**src/rtl/cov_antecedent_mon.sv**
```systemverilog
module cov_antecedent_mon #(
  parameter int NRULE     = 8,
  parameter int CW        = 16,
  parameter int ENV_RULES = 4
) (
  input  logic                       clk,
  input  logic                       rst_n,
  input  logic                       clr,
  input  logic [NRULE-1:0]           ante,
  output logic [NRULE-1:0]           hit,
  output logic [NRULE*CW-1:0]        fire_cnt,
  output logic [$clog2(NRULE+1)-1:0] hit_total,
  output logic [$clog2(NRULE+1)-1:0] hit_env,
  output logic [$clog2(NRULE+1)-1:0] hit_dut
);
  localparam int NW = $clog2(NRULE+1);

  logic [NRULE-1:0] env_mask;

  function automatic logic [NW-1:0] popcnt(input logic [NRULE-1:0] v);
    logic [NW-1:0] n;
    n = '0;
    for (int k = 0; k < NRULE; k++) n = n + NW'(v[k]);
    return n;
  endfunction

  for (genvar g = 0; g < NRULE; g++) begin : g_rule
    logic [CW-1:0] cnt;
    assign env_mask[g] = (g < ENV_RULES);
    always_ff @(posedge clk or negedge rst_n) begin
      if (!rst_n)                    cnt <= '0;
      else if (clr)                  cnt <= '0;
      else if (ante[g] && ~&cnt)     cnt <= cnt + 1'b1;
    end
    assign fire_cnt[g*CW +: CW] = cnt;
  end

  always_ff @(posedge clk or negedge rst_n) begin
    if (!rst_n)   hit <= '0;
    else if (clr) hit <= '0;
    else          hit <= hit | ante;
  end

  always_ff @(posedge clk or negedge rst_n) begin
    if (!rst_n) begin
      hit_total <= '0;
      hit_env   <= '0;
      hit_dut   <= '0;
    end else begin
      hit_total <= popcnt(hit);
      hit_env   <= popcnt(hit & env_mask);
      hit_dut   <= popcnt(hit & ~env_mask);
    end
  end
endmodule

```
**config.mk**
```make
export PLATFORM = sky130hd
export DESIGN_NAME = cov_antecedent_mon
export DESIGN_NICKNAME = d
export VERILOG_FILES = /design/src/rtl/cov_antecedent_mon.sv
export SDC_FILE = /design/constraint.sdc
export NUM_CORES = 1
export LEC_CHECK = 0
export BUFFER_PORTS_ARGS = -buffer_cell sky130_fd_sc_hd__clkbuf_2
export CAP_MARGIN = 5
export CORE_UTILIZATION = 35
export CTS_CLUSTER_DIAMETER = 200
export DETAILED_ROUTE_END_ITERATION = 12
export HOLD_SLACK_MARGIN = 0.02
export RECOVER_POWER = 50
export SKIP_CTS_REPAIR_TIMING = 1
export SYNTH_ARGS = -nofsm -noshare
export SYNTH_HDL_FRONTEND = slang
export SYNTH_SLANG_ARGS = --single-unit
```
**constraint.sdc**
```tcl
create_clock -name clk -period 3.17 [get_ports clk]
set_input_delay 0.4755 -clock clk [delete_from_list [all_inputs] [get_ports clk]]
set_output_delay 0.4755 -clock clk [all_outputs]
set_load 0.02 [all_outputs]
```
# --- Word level (Yosys, flattened, before mapping) ---
# Cells that the tools add are included.
# W data, S select, Z words.
word_totals:
  register_bits: 148
  latchBits: 0
  mem_bits_rw: 0
  romBits: 0
  input_bits: 11
  output_inout_bits: 148
  word_cells: 80
  n_memories: 0
classes:
  n_addsub: 18
  multipliers: 0
  n_div: 0
  magnitude_cmp: 0
  eq_ne: 0
  shifts: 0
  n_mux: 17
  bitwise_logic: 1
  reduce_logical: 32
op_table:
  columns: ["operator", "count"]
  rows:
  - ["$mux W16", 16]
  - ["$add A16 B1 Y16 const B", 8]
  - ["$reduce_and A16 Y1", 8]
  - ["$add A4 B1 Y4", 4]
  - ["$reduce_bool A2 Y1", 8]
  - ["$add A3 B1 Y4", 2]
  - ["$logic_and A1 B1 Y1", 8]
  - ["$logic_not A1 Y1", 8]
  - ["$mux W8", 1]
  - ["$or A8 B8 Y8", 1]
  - ["$add A2 B1 Y3", 2]
  - ["$add A1 B1 Y2", 2]

# --- Longest topological paths before layout ---
# Gate-level depths: netlist of the first run.
logic_depth:
  word_depth: 7
  ltp_mapped: 9
  ltp_nobuf: 9

# --- Least setup slack after synthesis of the first run ---
# Ideal clock, no wire load.
synth_timing:
  kind: "flip-flop to flip-flop"
  startpoint: "register hit[0]"
  endpoint: "register hit_total[1]"
  setup_time_ps: 136
  t_arrival_ps: 2226
  required_ps: 3034
  setup_slack_ps: 808
  path_stages_with_launch: 9
  path_buffers: 0
  period_less_slack_ps: 2362
  path_cell_list: "dfrtp_1 inv_1 fa_1 inv_1 ha_1 inv_1 fa_1 inv_1 fa_1"
synth_between:
  elab_chain_len: 7
synth_rtl:
  columns: ["item", "line", "source"]
  rows:
  - ["start, declared", "10", "output logic [NRULE-1:0] hit,"]
  - ["start signal, assigned", "41", "else hit <= hit | ante;"]
  - ["$add A1 B1 Y2", "23", "for (int k = 0; k < NRULE; k++) n = n + NW'(v[k]);"]
  - ["$add A2 B1 Y3", "23", null]
  - ["$add A3 B1 Y4", "23", null]
  - ["$add A4 B1 Y4 (4 in a row)", "23", null]
  - ["end signal, assigned", "50", "hit_total <= popcnt(hit);"]
  - ["end, declared", "12", "output logic [$clog2(NRULE+1)-1:0] hit_total,"]
# No other way between the ends.
# A chain may end at the register's enable or synchronous reset.

# --- Worst setup path after layout of the first run ---
# Ends and elaborated chain as after synthesis.

==> metrics.md, run 1 <==
| Metric | Value |
|---|---|
| Outcome | `finished with violations` |
| Violated checks | `max-capacitance violations, max-slew violations` |
| Setup crit start kind | `flip-flop` |
| Dpl cells | `1262` |
| Number of synthesized flops with an enable pin | `0` |
| Most common cell after layout, fill and taps aside | `dfrtp_1` |
| Clock root cell | `clkbuf_16` |
| Critical Path RT | `~3.5 ns` |
| IO buf count | `156` |
| Ant diodes | `0` |
| Largest buffer count on any clock path | `2` |
| Period utilization | `72.3%` |
| Hold depth | `3` |
| CP top delay family | `adder cells` |
| Drt pass-1 iters | `4` |
| # DRC | `0` |
| Cells after Synth | `845` |
| Pwr Density | `452 nW/µm²` |
| Leak | `4.01 nW` |
| Tightest Pin Transition | `about 1.6 ns` |
| All-layer global routing usage | `18.5%` |
| Vias in the first global route | `~6800` |
| Tmin final | `2.29 ns` |
| DP Wirelength | `14800 µm` |
| Worst-path fanout max | `2` |
| Min-delay worst type | `in -> reg` |
| Final setup vio count | `0` |
| Reg2Reg Setup Slack | `0.88 ns` |
| First-pass GRT wire length | `35500 µm` |
| Yosys reg bits | `146` |
| Clock skew | `0.00895 ns` |
| Post-synth cell types | `63` |
| Critical path endpoint category | `flip-flop` |
| Most frequent cells in the layout | `146 x dfrtp_1, 101 x clkbuf_2, 74 x nor2_1, 74 x a21oi_1, 60 x clkbuf_1` |
| Die width | `153 µm` |
| RR Startpoint | `hit[0]$_DFF_PN0_` |
| IR drop worst, VDD | `0.000304 V` |
| Worst rel slew slack | `-5.74%` |
| CTS Sinks | `146` |
| Final #Nets | `1024` |
| Die area | `23500 µm²` |
| Largest net degree at the start of global routing | `about 110` |
| CTS tree | `built` |
| Final Hold Vio Count | `0` |
| Setup TNS | `0 ns` |
| Critical-path cell list | `inv_1 -> fa_1 -> inv_1 -> ha_1 -> inv_1 -> fa_1 -> inv_1 -> fa_1` |
| Maximum clock rate | `0.437 GHz` |
| Worst flop-to-flop path endpoint | `hit_total[1]$_DFF_PN0_` |
| RSZ-0062 raised after global routing | `false` |
| Detail Route Antenna Nets | `0` |
| Clock slew at reported path FFs | `approximately 0.060 ns` |
| CP Class | `reg -> reg` |
| Avg WL per Cell | `16.4 µm` |
| R2r worst-path depth | `8` |
| Later-pin clock latency in the skew report | `approximately 0.4 ns` |
| Crit-path max cell delay | `0.54 ns` |
| Final Instance Count excl. Fillers | `1294` |
| Overflow after GRT | `0` |
| Inserted Clock Buffers | `17` |
| Asr flop ratio synth | `100%` |
| Count of pins over their slew limit | `62` |
| Total via count in the routed design | `between 7000 and 8000` |
| Top_reg_cell synth | `dfrtp_1` |
| FP Rows | `55` |
| Detailed-route vias per instance | `5.56` |
| CP max-delay cell | `fa_1` |
| Min-delay src | `ante[6]` |
| Max Cap Viol | `1` |
| Worst Path Arrival | `2.58 ns` |
| GPL Wtd Cong | `about 0.8` |
| Post-Syn Area | `8020 µm²` |
| Area grow syn2layout | `19.6%` |
| Sequential fraction of the synthesis area | `45.6%` |
| Placeable Area | `22600 µm²` |
| Final wirelength | `21200 µm` |
| Worst hold path endpoint | `hit[6]$_DFF_PN0_` |
| Number of antenna violations at the first check in global routing | `0` |
| Share of cells above drive strength 1 | `around 18%` |
| Syn_area_per_cell | `roughly 9.5 µm²` |
| Effective utilization at floorplan | `a little over a third` |
| Die span in y | `~150 µm` |
| Buf/Inv on CP | `4` |
| Ports | `159` |
| Crit-path most repeated cell | `inv_1` |
| DRT iter0 DRCs | `between 300 and 400` |
| Max H-tree Level | `4` |
| Yosys warns | `0` |
registers in the layout, summed over array words and instances (netlist names):
signal and flops:
hit 8, hit_total 4, hit_dut 3, g_rule.cnt 128, hit_env 3
stage by stage:
step / setup WS (ns) / util, % / area, µm² / hold slack [ns] / power [mW]
final: 0.880 / 42.5 / 9580 / 0.356 / 4.33
after global routing: 0.415 / 42.5 / 9580 / 0.367 / 4.53
after CTS: 0.857 / 42.9 / 9680 / 0.0428 / 4.43
after detailed placement: 0.869 / 40.3 / 9100 / 0.503 / 2.38
after global placement: 0.900 / 40.3 / 9100 / 0.494 / 2.38
after floorplan: 0.808 / - / 8020 / 0.180 / 2.20
cells by family after synthesis:
| family | Yosys count | synth area share, % |
|---|---|---|
| simple gates | 380 | 26.7 |
| mux | 34 | 4.57 |
| other cells | 1 | 0.0468 |
| xor+xnor | 13 | 1.42 |
| buf+inv | 65 | 3.29 |
| fa+ha+maj | 17 | 3.03 |
| flops | 146 | 45.6 |
| compound gates | 189 | 15.4 |
how the worst max path moves through the flow:
stage | from | slack (ns) | depth (start not counted) | end
CTS | hit[0]$_DFF_PN0_ | 0.86 | 8 | hit_total[1]$_DFF_PN0_
floorplan | hit[0]$_DFF_PN0_ | 0.81 | 8 | hit_total[1]$_DFF_PN0_
finish | hit[0]$_DFF_PN0_ | 0.88 | 8 | hit_total[1]$_DFF_PN0_
global route | rst_n | 0.41 | 2 | g_rule[4].cnt[5]$_DFFE_PN0P_
detailed placement | hit[0]$_DFF_PN0_ | 0.87 | 8 | hit_total[1]$_DFF_PN0_
global placement | hit[0]$_DFF_PN0_ | 0.90 | 8 | hit_total[1]$_DFF_PN0_
synthesized netlist by cell type, types with 11 or more instances:
| master | n | area [µm²] |
|---|---|---|
| o31ai_1 | 23 | 173 |
| and3_1 | 17 | 106 |
| nand3_1 | 39 | 195 |
| nor4_1 | 14 | 87.6 |
| nand4_1 | 45 | 282 |
| nor3_1 | 18 | 90.1 |
| clkbuf_1 | 20 | 75.1 |
| mux2i_1 | 13 | 130 |
| or4_1 | 24 | 180 |
| o21ai_0 | 32 | 160 |
| inv_1 | 33 | 124 |
| o41ai_1 | 11 | 96.3 |
| and4_1 | 19 | 166 |
| mux2_2 | 21 | 236 |
| dfrtp_1 | 146 | 3650 |
| nor2_1 | 74 | 278 |
| a21oi_1 | 74 | 370 |
| nand2_1 | 52 | 195 |
| ha_1 | 13 | 163 |
| or3_1 | 29 | 181 |
| nor2b_1 | 23 | 144 |
report_power, final:
part	switching (mW)	internal (mW)	total, mW
Clock	0.826	1.19	2.01
Combinational	0.263	0.0935	0.356
Sequential	0.0394	1.92	1.96
worst min-delay path, cell delays in order:
cell and delay (ns):
clkbuf_2 0.13, nor2_1 0.05, nor2_1 0.07
area by class of cell:
cell class                 instances  area, µm²
multi-input combinational        635       4100
clock inverter                    11        129
inverter                          33        124
timing repair buffer             163        769
fill                            2295      13000
tap                              285        357
clock buffer                      21        450
sequential                       146       3650
per-layer routing:
| metal | global-route usage [%] | vias to the layer above | share of wire (%) |
|---|---|---|---|
| met1 | 25.2 | 3528 | 48 |
| met5 | 0 | - | 0 |
| met4 | 3.57 | 0 | 0.60 |
| met2 | 29.6 | 152 | 46 |
| met3 | 4.96 | 9 | 5.2 |
| li1 | - | 3510 | - |
No activity file was read; power rests on OpenSTA's default activity.
==> run 2: changes to the inputs <==
- clock period: 3.17 -> 2.39 ns (I/O delays scaled with it)
==> metrics.md, run 2 (synthesized netlist as in run 1, its figures left out) <==
| Metric | Value |
|---|---|
| Largest Register | `g_rule.cnt` |
| Later-pin clock latency in the skew report | `0.42 ns (about the same)` |
| Ports | `159 (unchanged)` |
| IR drop worst, VDD | `0.000393 V (+29%)` |
| Final setup vio count | `0 (unchanged)` |
| Max H-tree Level | `4 (unchanged)` |
| CTS tree | `built` |
| Regs by FF count | `g_rule.cnt x128, hit x8, hit_total x4` |
| Largest buffer count on any clock path | `2 (unchanged)` |
| Inserted Clock Buffers | `17 (unchanged)` |
| Dpl cells | `1271 (+0.71%)` |
| All-layer global routing usage | `18.1% (-0.35 points)` |
| Effective utilization at floorplan | `35.5% (unchanged)` |
| Critical Path RT | `2.67 ns (-0.79 ns)` |
| Final wirelength | `21100 µm (-0.43%)` |
| Hold WS | `0.182 ns (-0.174 ns)` |
| Area grow syn2layout | `20.8%` |
| Crit-path most repeated cell | `fa_1` |
| Detailed-route vias per instance | `5.64 (+1.3%)` |
| Largest register FFs | `128 (unchanged)` |
| CTS Sinks | `146 (unchanged)` |
| Final Core Density | `42.9% (+0.45 points)` |
| CP top delay family | `adder cells` |
| Comb power frac | `8.4% (+0.2 points)` |
| P_int | `4.36 mW (+36%)` |
| Flop pwr share | `44.3% (-1.0 points)` |
| Worst Path Arrival | `2.59 ns (about the same)` |
| Buf/Inv on CP | `4 (unchanged)` |
| Most common cell after layout, fill and taps aside | `dfrtp_1` |
| Overflow after GRT | `0 (unchanged)` |
| Largest net degree at the start of global routing | `90 (-19%)` |
| Most frequent cells in the layout | `146 x dfrtp_1, 95 x clkbuf_2, 74 x nor2_1, 74 x a21oi_1, 63 x clkbuf_1` |
| Critical path endpoint category | `flip-flop` |
| Violated checks | `max-capacitance violations, max-slew violations` |
| Avg WL per Cell | `16.2 µm (-1.2%)` |
| Final #Nets | `1035 (+1.1%)` |
| Clock root cell | `clkbuf_16` |
| Maximum clock rate | `0.433 GHz (-0.83%)` |
| Critical-path cell list | `inv_2 -> fa_1 -> inv_1 -> ha_1 -> inv_1 -> fa_1 -> inv_2 -> fa_1` |
| Placeable Area | `22600 µm² (unchanged)` |
| Sw frac | `25.6% (-0.45 points)` |
| Worst rel slew slack | `-24.3% (-19 points)` |
| Drt pass-1 iters | `4 (unchanged)` |
| Detail Route Antenna Nets | `0 (unchanged)` |
| Worst-path fanout max | `2 (unchanged)` |
| Clock skew | `0.00670 ns (-0.00225 ns)` |
| FP Rows | `55 (unchanged)` |
| CP max-delay cell | `fa_1` |
| Pwr Density | `605 nW/µm² (+34%)` |
| Total via count in the routed design | `7349 (+2.1%)` |
| Min-delay worst type | `in -> reg` |
| Switching power | `1.50 mW (+33%)` |
| First-pass GRT wire length | `34700 µm (-2.5%)` |
| Final Instance Count excl. Fillers | `1304 (+0.77%)` |
| Ant diodes | `0 (unchanged)` |
| Clock slew at reported path FFs | `0.07 ns (about the same)` |
| Crit-path max cell delay | `0.54 ns (about the same)` |
| Count of pins over their slew limit | `149 (+140%)` |
| Die area | `23500 µm² (unchanged)` |
| CP Class | `reg -> reg` |
| Tightest Pin Transition | `1.86 ns (+0.278 ns)` |
| Vias in the first global route | `6650 (-2.0%)` |
| Final Hold Vio Count | `0 (unchanged)` |
| Period utilization | `96.6% (+24 points)` |
| IO buf count | `156 (unchanged)` |
| RSZ-0062 raised after global routing | `false` |
| DP Wirelength | `14600 µm (-1.3%)` |
| Outcome | `finished with violations` |
| Number of antenna violations at the first check in global routing | `0 (unchanged)` |
| DRT iter0 DRCs | `405 (+2.5%)` |
| # DRC | `0 (unchanged)` |
| Die width | `153 µm (unchanged)` |
| GPL Wtd Cong | `0.817 (+1.7%)` |
| Clock network fraction of design power | `47.3% (+0.8 points)` |
| Die span in y | `153 µm (unchanged)` |
| Leak | `4.07 nW (+1.5%)` |
| Tmin final | `2.31 ns (+0.0192 ns)` |
| Setup crit start kind | `flip-flop` |
| Share of cells above drive strength 1 | `18.2% (+0.61 points)` |
| Setup TNS | `0 ns (unchanged)` |
| Max Cap Viol | `2 (+1)` |
==> run 2: cell count changes in the layout (fill, tap and decap cells not counted), sizes merged <==
| cell | delta |
|---|---|
| clkinv | +2 |
| dlygate4sd3 | +1 |
| buf | +12 |
| bufinv | +1 |
| clkbuf | -3 |
| clkinvlp | -3 |
==> run 2: routing by layer <==
layer	routed length, µm	GRT usage, %	up-vias
met5	0	0	-
met4	451	7.52	0
met3	1210	4.14	20
met2	9400	27.6	209
met1	10000	24.8	3588
li1	-	-	3532
==> run 2: power groups by stage <==
stage	Combinational, mW	Sequential (mW)	Clock, mW
after floorplan	0.189	2.73	0
after global placement	0.512	2.64	0
after detailed placement	0.522	2.65	0
after CTS	0.524	2.60	2.86
after global routing	0.552	2.61	2.95
final	0.491	2.60	2.77
==> run 2: worst paths after layout <==
path	start	endpoint	slack (ns)	cells past startpoint
min in group asynchronous	rst_n	g_rule[1].cnt[7]$_DFFE_PN0P_	0.83	2
max reg2reg	hit[0]$_DFF_PN0_	hit_total[1]$_DFF_PN0_	0.08	8
min reg2reg	g_rule[4].cnt[15]$_DFFE_PN0P_	g_rule[4].cnt[15]$_DFFE_PN0P_	0.53	1
max in group asynchronous	rst_n	g_rule[7].cnt[13]$_DFFE_PN0P_	0.37	3
max	hit[0]$_DFF_PN0_	hit_total[1]$_DFF_PN0_	0.08	8
min	clr	g_rule[4].cnt[13]$_DFFE_PN0P_	0.18	2
==> run 2: stage by stage <==
step	cell area, µm²	worst slack, ns	power, mW
6_report	9690	0.0804	5.86
4_1_cts	9780	0.0359	5.98
3_5_place_dp	9180	0.0629	3.17
3_3_place_gp	9180	0.131	3.16
5_1_grt	9690	0.00109	6.11
2_1_floorplan	8020	0.0285	2.92
==> run 2: area by class of cell <==
cell class              instances  area (µm²)
clock buffers                  20         447
clock inverters                11         154
fillers                      2253       12900
inverters                      33         124
multi-input cells             635        4100
flip-flops and latches        146        3650
well taps                     285         357
repair buffers                174         850
==> run 3: changes to the inputs <==
- CORE_MARGIN: default -> 2
- CTS_BUF_LIST: default -> sky130_fd_sc_hd__clkbuf_16
- GPL_ROUTABILITY_DRIVEN: default -> 0
==> metrics.md, run 3 (synthesized netlist as in run 1, its figures left out) <==
| Metric | Value |
|---|---|
| Worst-path fanout max | `3 (+1)` |
| Final Hold Vio Count | `0 (unchanged)` |
| IR drop worst, VDD | `0.000402 V (+2.4%)` |
| Worst rel slew slack | `13.7% (+38 points)` |
| Final wirelength | `21200 µm (+0.40%)` |
| Crit-path max cell delay | `0.55 ns (about the same)` |
| Die width | `155 µm (+1.3%)` |
| # DRC | `0 (unchanged)` |
| Total via count in the routed design | `7208 (-1.9%)` |
| Inserted Clock Buffers | `17 (unchanged)` |
| Ant diodes | `0 (unchanged)` |
| Avg WL per Cell | `16.2 µm (+0.32%)` |
| Maximum clock rate | `0.441 GHz (+1.9%)` |
| CTS tree | `built` |
| Final Instance Count excl. Fillers | `1305 (+0.077%)` |
| Buf/Inv on CP | `4 (unchanged)` |
| Routing usage on met1 | `25.3% (+0.46 points)` |
| Tightest Pin Transition | `1.29 ns (-0.570 ns)` |
| Leak | `4.07 nW (about the same)` |
| Setup TNS | `0 ns (unchanged)` |
| Most common cell after layout, fill and taps aside | `dfrtp_1` |
| Min-delay worst type | `in -> reg` |
| CP Class | `reg -> reg` |
| Reg2Reg Setup Slack | `0.12 ns (+0.04 ns)` |
| Crit-path most repeated cell | `inv_1` |
| Grt peak-use layer | `met2` |
| Regs by FF count | `g_rule.cnt x128, hit x8, hit_total x4` |
| Final Core Density | `42.9% (about the same)` |
| Period utilization | `94.9% (-1.8 points)` |
| Share of cells above drive strength 1 | `17.5% (-0.61 points)` |
| Most frequent cells in the layout | `146 x dfrtp_1, 95 x clkbuf_2, 74 x nor2_1, 74 x a21oi_1, 64 x clkbuf_1` |
| Cell Area, Placed | `9190 µm² (about the same)` |
| Area grow syn2layout | `20.9% (about the same)` |
| Grt met2 use | `26.9% (-0.66 points)` |
| Vias in the first global route | `6468 (-2.7%)` |
| Detail Route Antenna Nets | `0 (unchanged)` |
| Pre-CTS setup slack | `0.0603 ns (-0.00253 ns)` |
| Max Cap Viol | `0 (-2)` |
| CP max-delay cell | `fa_1` |
| Worst Path Arrival | `2.54 ns (-0.05 ns)` |
| Dpl cells | `1272 (+0.079%)` |
| Die area | `24100 µm² (+2.6%)` |
| Later-pin clock latency in the skew report | `0.41 ns (about the same)` |
| Placeable Area | `22600 µm² (unchanged)` |
| Effective utilization at floorplan | `35.5% (unchanged)` |
| Largest net degree at the start of global routing | `57 (-37%)` |
| CTS Sinks | `146 (unchanged)` |
| GRT met3 Usage | `4.37% (+0.23 points)` |
| IO buf count | `156 (unchanged)` |
| Outcome | `complete, no violations` |
| FP Rows | `55 (unchanged)` |
| Detailed-route vias per instance | `5.52 (-2.0%)` |
| Drt pass-1 iters | `5 (+1)` |
| Largest register FFs | `128 (unchanged)` |
| First-pass GRT wire length | `34700 µm (+0.22%)` |
| CP top delay family | `adder cells` |
| Hold WS | `0.257 ns (+0.0742 ns)` |
| DP Wirelength | `14900 µm (+2.6%)` |
| Ports | `159 (unchanged)` |
| Clock slew at reported path FFs | `0.06 ns (about the same)` |
| Largest buffer count on any clock path | `2 (unchanged)` |
| Setup crit start kind | `flip-flop` |
| Critical Path RT | `2.67 ns (about the same)` |
| Critical path endpoint category | `flip-flop` |
| Clock skew | `0.0101 ns (+0.00335 ns)` |
| Clock root cell | `clkbuf_16` |
| Tmin final | `2.27 ns (-0.0424 ns)` |
| Final #Nets | `1036 (+0.097%)` |
| PnR worst setup slack | `0.123 ns (+0.0424 ns)` |
| Overflow after GRT | `0 (unchanged)` |
| Number of antenna violations at the first check in global routing | `0 (unchanged)` |
| Critical-path cell list | `inv_1 -> fa_1 -> inv_1 -> ha_1 -> inv_1 -> fa_2 -> inv_2 -> fa_1` |
| Count of pins over their slew limit | `0 (-100%)` |
| Total Power | `5.83 mW (-0.48%)` |
| Largest Register | `g_rule.cnt` |
| DRT iter0 DRCs | `354 (-13%)` |
| All-layer global routing usage | `17.7% (-0.50 points)` |
| Pwr Density | `602 nW/µm² (-0.53%)` |
| Max H-tree Level | `4 (unchanged)` |
| RSZ-0062 raised after global routing | `false` |
| Final setup vio count | `0 (unchanged)` |
| Die span in y | `155 µm (+1.3%)` |
| Design area | `9690 µm² (about the same)` |
## run 3: cell types whose count changed in the layout (fill, tap and decap cells not counted), moves of 2 or more
cell	delta
clkinv_1	+4
inv_1	+3
buf_4	-2
inv_6	-3
## run 3: final timing paths
path | from | endpoint | depth (start not counted)
worst max-delay path | hit[3]$_DFF_PN0_ | hit_total[1]$_DFF_PN0_ | 8
worst min register to register | g_rule[6].cnt[15]$_DFFE_PN0P_ | g_rule[6].cnt[15]$_DFFE_PN0P_ | 1
min in group asynchronous | rst_n | g_rule[1].cnt[8]$_DFFE_PN0P_ | 2
worst max register to register | hit[3]$_DFF_PN0_ | hit_total[1]$_DFF_PN0_ | 8
max in group asynchronous | rst_n | g_rule[5].cnt[6]$_DFFE_PN0P_ | 3
worst min-delay path | ante[6] | hit[6]$_DFF_PN0_ | 3
## run 3: power by group
part | internal, mW | switching (mW)
logic | 0.131 | 0.355
clock network | 1.72 | 1.03
registers | 2.55 | 0.0523
total | 4.40 | 1.43
## run 3: layout make-up
class,instances,area [µm²]
Clock buffer,17,425
Clock inverter,14,173
Fill cell,2238,12900
Inverter,33,124
Multi-Input combinational cell,635,4100
Sequential cell,146,3650
Tap cell,285,357
Timing Repair Buffer,175,855
## run 3: per-layer routing
layer / wire length, µm / share of wire, %
met1: 10300 / 48
met2: 9630 / 46
met3: 1120 / 5.3
met4: 146 / 0.69
met5: 0 / 0
## run 3: worst min-delay path, cell delays in order
cell	delay, ns
clkbuf_2	0.13
nor2_1	0.06
nor2_1	0.07
